===== config.mk =====
export PLATFORM = sky130hd
export DESIGN_NAME = adc_eoc_irq
export DESIGN_NICKNAME = d
export VERILOG_FILES = /design/src/rtl/adc_eoc_irq.sv
export SDC_FILE = /design/constraint.sdc
export NUM_CORES = 1
export LEC_CHECK = 0
export CAP_MARGIN = 20
export CORE_ASPECT_RATIO = 0.6
export CORE_UTILIZATION = 59
export CTS_CLUSTER_SIZE = 14
export DETAILED_ROUTE_END_ITERATION = 7
export DONT_BUFFER_PORTS = 1
export PLACE_DENSITY = 0.78
export SLEW_MARGIN = 20
export SYNTH_ARGS = -nofsm -noshare
export SYNTH_HDL_FRONTEND = slang
export SYNTH_SLANG_ARGS = --single-unit

===== constraint.sdc =====
create_clock -name clk -period 2.1 [get_ports clk]
set_input_delay 0.315 -clock clk [delete_from_list [all_inputs] [get_ports clk]]
set_output_delay 0.315 -clock clk [all_outputs]
set_load 0.03 [all_outputs]

===== src/rtl/adc_eoc_irq.sv =====
module adc_eoc_irq #(
  parameter int NUM_LINES = 9,
  parameter int NUM_SLOTS = 16,
  parameter int SEL_W     = 5,
  parameter int ADDR_W    = 5,
  parameter int DATA_W    = 16
) (
  input  logic                 clk,
  input  logic                 rst_n,
  input  logic [NUM_SLOTS-1:0] soc_strb,
  input  logic [NUM_SLOTS-1:0] pre_latch_strb,
  input  logic                 wr_en,
  input  logic [ADDR_W-1:0]    wr_addr,
  input  logic [DATA_W-1:0]    wr_data,
  input  logic [ADDR_W-1:0]    rd_addr,
  output logic [DATA_W-1:0]    rd_data,
  output logic [NUM_LINES-1:0] irq,
  output logic [NUM_LINES-1:0] flag,
  output logic [NUM_LINES-1:0] ovf
);
  localparam int SLOT_W   = $clog2(NUM_SLOTS);
  localparam int A_CTRL   = 0;
  localparam int A_FLAG   = 1;
  localparam int A_FCLR   = 2;
  localparam int A_OVF    = 3;
  localparam int A_OCLR   = 4;
  localparam int A_CFG0   = 8;

  logic [NUM_LINES-1:0][7:0] cfg;
  logic                      late;
  logic [NUM_SLOTS-1:0]      evt;

  assign evt = late ? pre_latch_strb : soc_strb;

  wire fclr_wr = wr_en && (wr_addr == ADDR_W'(A_FCLR));
  wire oclr_wr = wr_en && (wr_addr == ADDR_W'(A_OCLR));

  always_ff @(posedge clk) begin
    if (!rst_n) late <= 1'b0;
    else if (wr_en && wr_addr == ADDR_W'(A_CTRL)) late <= wr_data[0];
  end

  for (genvar i = 0; i < NUM_LINES; i++) begin : g_line
    wire [SEL_W-1:0] src  = cfg[i][SEL_W-1:0];
    wire             en   = cfg[i][5];
    wire             cont = cfg[i][6];
    wire             hit  = en && (src[SEL_W-1:SLOT_W] == '0) && evt[src[SLOT_W-1:0]];
    wire             fclr = fclr_wr && wr_data[i];
    wire             oclr = oclr_wr && wr_data[i];

    always_ff @(posedge clk) begin
      if (!rst_n) begin
        cfg[i]  <= '0;
        irq[i]  <= 1'b0;
        flag[i] <= 1'b0;
        ovf[i]  <= 1'b0;
      end else begin
        if (wr_en && wr_addr == ADDR_W'(A_CFG0 + i)) cfg[i] <= wr_data[7:0];
        irq[i]  <= hit && (cont || !flag[i]);
        flag[i] <= hit || (flag[i] && !fclr);
        ovf[i]  <= (hit && flag[i]) || (ovf[i] && !oclr);
      end
    end

    AST_PULSE_FLAGGED: assert property (@(posedge clk) disable iff (!rst_n)
      irq[i] |-> flag[i]);
    AST_DISARMED_QUIET: assert property (@(posedge clk) disable iff (!rst_n)
      !en |=> !irq[i]);
    AST_HOLD_OFF: assert property (@(posedge clk) disable iff (!rst_n)
      (flag[i] && !cont) |=> !irq[i]);
    AST_FLAG_STICKY: assert property (@(posedge clk) disable iff (!rst_n)
      (flag[i] && !fclr) |=> flag[i]);
    AST_OVF_NEEDS_FLAG: assert property (@(posedge clk) disable iff (!rst_n)
      $rose(ovf[i]) |-> $past(flag[i]));
  end

  always_comb begin
    rd_data = '0;
    case (rd_addr)
      ADDR_W'(A_CTRL): rd_data = DATA_W'(late);
      ADDR_W'(A_FLAG): rd_data = DATA_W'(flag);
      ADDR_W'(A_OVF):  rd_data = DATA_W'(ovf);
      default: begin
        for (int k = 0; k < NUM_LINES; k++)
          if (rd_addr == ADDR_W'(A_CFG0 + k)) rd_data = DATA_W'(cfg[k]);
      end
    endcase
  end
endmodule


==> out/results.tsv <==
metric	value	unit
number of distinct library cells after synthesis	56	
vias in the first global route	6170	
FF/Latch Area	0.00204	sq mm
Post-synth EDFFs	0	
async set-reset flop share out of synthesis	0	%
row count	31	
# H-tree levels	3	
final hold vios	0	
Routed Antenna Nets	0	
peak supply drop	396	uV
Layout area overhead	13.5	%
Hold Crit Depth	1	
worst slew pin tran	763	ps
CP Data Required Time	1780	ps
clk slew on worst S/H paths	70	ps
Cell Count Post-Placement	904	
Die Width	146	microns
adder-cell share of the synthesized area	0	%
Worst R2R Start	cfg[49]$_SDFFE_PN0P_	
antenna cells	0	
final cell count without fillers	930	
P_sw	903	uW
global-route wire length before repair	34000	microns
R2R cell count	5	
Synth Register Bits	100	
cell area after synthesis	0.00730	sq mm
Synth warnings	0	
DIE HEIGHT	88.2	microns
TritonCTS Buffers	9	
crit end category	output pin	
Setup WS post-layout	-180	ps
reg2reg setup slack	40	ps
root buffer cell	clkbuf_16	
violated checks	setup timing	
critical path peak fanout	3	
Initial Util	60.6	%
initial drt markers	821	
Fmax	0.439	GHz
combinational share of power	9.7	%
worst r2r dst	flag[6]$_SDFF_PN0_	
final worst path period share	109	%
via density per instance	7.01	
simple-gate share of the synthesized area	18.7	%
status	complete, but fails checks	
sequential share of power	46.7	%
Clock Sinks	100	
crit path launch type	register	
clock skew	6.09	ps
switch share	22.0	%
fill count	850	
Bufs on Longest Clock Path	2	
relative max-transition margin	48.4	%
Final nets	822	
# DRC	0	
Synth Flop Type	dfxtp_1	
final slew viol count	0	
cells after synthesis	750	
syn avg cell area	9.74	sq um
largest net degree at the start of global routing	106	
GRT Overall Usage	35.0	%
Hold Path Origin	rst_n	
xor/xnor share of the synthesized area	0	%
via count	6520	
Core Region	0.0121	sq mm
Leak	2.79	nW
CTS tree	done	
Final Core Density	68.7	%
initial antenna violation count	0	
Die ar.	0.0128	sq mm
clock power share	43.6	%
WL/cell	24.6	microns
largest family of logic cells by synthesized area	multiplexers	
CTS Hold Bufs	0	
Boundary Pins	104	
Synth Area in Compound Gates	10.1	%
area taken by multi-input logic gates	0.00503	sq mm
layout cell share with drive strength beyond 1	24.3	%
max cap viols	0	
cell-internal power	3.20	mW
mux contribution to synthesized area	37.7	%
fin crit period	2280	ps
worst setup path class	register to output pin	
Hold EP	cfg[37]$_SDFFE_PN0P_	
final setup vio count	4	
HP Class	input pin to register	
HPWL after DPL	16400	microns
Critical Path AT	1970	ps
WHS	107	ps
drt pass-1 iters	5	
Placer Congestion	0.946	
WL final	22900	microns
clock latency on the worst-skew pair	350	ps
register area share after synthesis	27.4	%
RSZ-0062 raised after global routing	true	
Port Buf Inserts	0	
Pwr Density	495	mW/mm^2
total global routing overflow	0	
synth_stat cells (5+ instances only):
cell         n  area [sq um]
or3_1        5          31.3
a221oi_1     8          70.1
mux4_2      49          1100
a22oi_1     12          90.1
nand3b_1     9          67.6
buf_2        8          40.0
nor3_1       7          35.0
buf_4       16           120
buf_1       11          41.3
o21a_1       5          37.5
mux2i_1    150          1500
a21oi_1     10          50.1
inv_1       12          45.0
o21ai_0     22           110
nor2_1      25          93.8
dfxtp_1    100          2000
nand3_1     38           190
nand2_1     54           203
a21boi_0    10          75.1
nor2b_1     84           526
clkbuf_1    37           139
o2bb2ai_1    9          78.8
cell type report:
class / count / share of cell area, %
repair buffers: 70 / 7.88
clock buffers: 11 / 2.93
well taps: 165 / 2.49
inverters: 12 / 0.543
multi-input cells: 568 / 60.7
flip-flops and latches: 100 / 24.6
clock inverters: 4 / 0.891
how the worst max path moves through the flow:
stage / from / end / slack (ps)
after floorplan: rd_addr[1] / rd_data[2] / 40
after global placement: rd_addr[0] / rd_data[2] / -40
after detailed placement: cfg[49]$_SDFFE_PN0P_ / flag[6]$_SDFF_PN0_ / -100
after CTS: cfg[6]$_SDFFE_PN0P_ / rd_data[6] / -140
after global routing: cfg[21]$_SDFFE_PN0P_ / rd_data[5] / -240
final: cfg[5]$_SDFFE_PN0P_ / rd_data[5] / -180
cells by family after synthesis:
kind of cell | Yosys count
and+or+nand+nor | 250
DFF | 100
buffers and inverters | 88
muxes | 207
AOI/OAI and AO/OA | 104
other | 1
placed cells by master, fill, tap and decap left out, types with 5 or more instances in the layout:
cell         n
o21a_1       5
dfxtp_4      6
a21oi_1     10
o21ai_1      7
dfxtp_1     84
o21ai_0     17
nand2_1     54
nor2_1      25
dfxtp_2     10
mux4_2      49
o2bb2ai_2    5
clkbuf_16    9
nor2b_1     82
mux2i_1    145
conb_1       7
nand3b_1     9
buf_12       9
buf_4       57
nor3_1       7
nand3_1     38
a22oi_1     11
a21boi_0    10
inv_1       12
critical path: stages (launching register included):
cell,delay (ps)
dfxtp_2,330
mux2i_2,170
o2bb2ai_2,100
a221oi_2,330
o21ai_1,130
a221o_1,390
buf_12,160
registers in the layout, summed over array words and instances, names as in the netlist:
register and count:
cfg 72, flag 9, irq 9, ovf 9, late 1
through the flow:
| stage | TNS, ps | total power, mW | instance area, sq um | worst slack, ps |
|---|---|---|---|---|
| after floorplan | 0 | 2.33 | 7330 | 42.3 |
| after global placement | -133 | 2.33 | 7700 | -43.4 |
| after detailed placement | -587 | 2.34 | 7700 | -97.1 |
| after CTS | -409 | 4.10 | 8170 | -139 |
| after global routing | -777 | 4.20 | 8290 | -242 |
| final | -449 | 4.10 | 8290 | -180 |
power groups by stage:
stage | logic (mW) | clock network (mW) | registers (mW)
after floorplan | 0.372 | 0 | 1.96
after global placement | 0.361 | 0 | 1.97
after detailed placement | 0.374 | 0 | 1.97
after CTS | 0.385 | 1.80 | 1.92
after global routing | 0.419 | 1.87 | 1.92
final | 0.397 | 1.79 | 1.92
per-layer routing:
layer | wire, microns | vias to the layer above | GRT usage, %
li1 | - | 2791 | -
met1 | 9030 | 3183 | 46.8
met2 | 10000 | 467 | 55.2
met3 | 3010 | 79 | 9.69
met4 | 771 | 0 | 12.2
met5 | 0 | - | 0
what timing repair did:
action                                  CTS  global route
buffers inserted                          8             3
gates resized for setup                  31            26
endpoints found under the setup margin   14            14
pin swaps                                10            14
No activity file was read; power rests on OpenSTA's default activity.
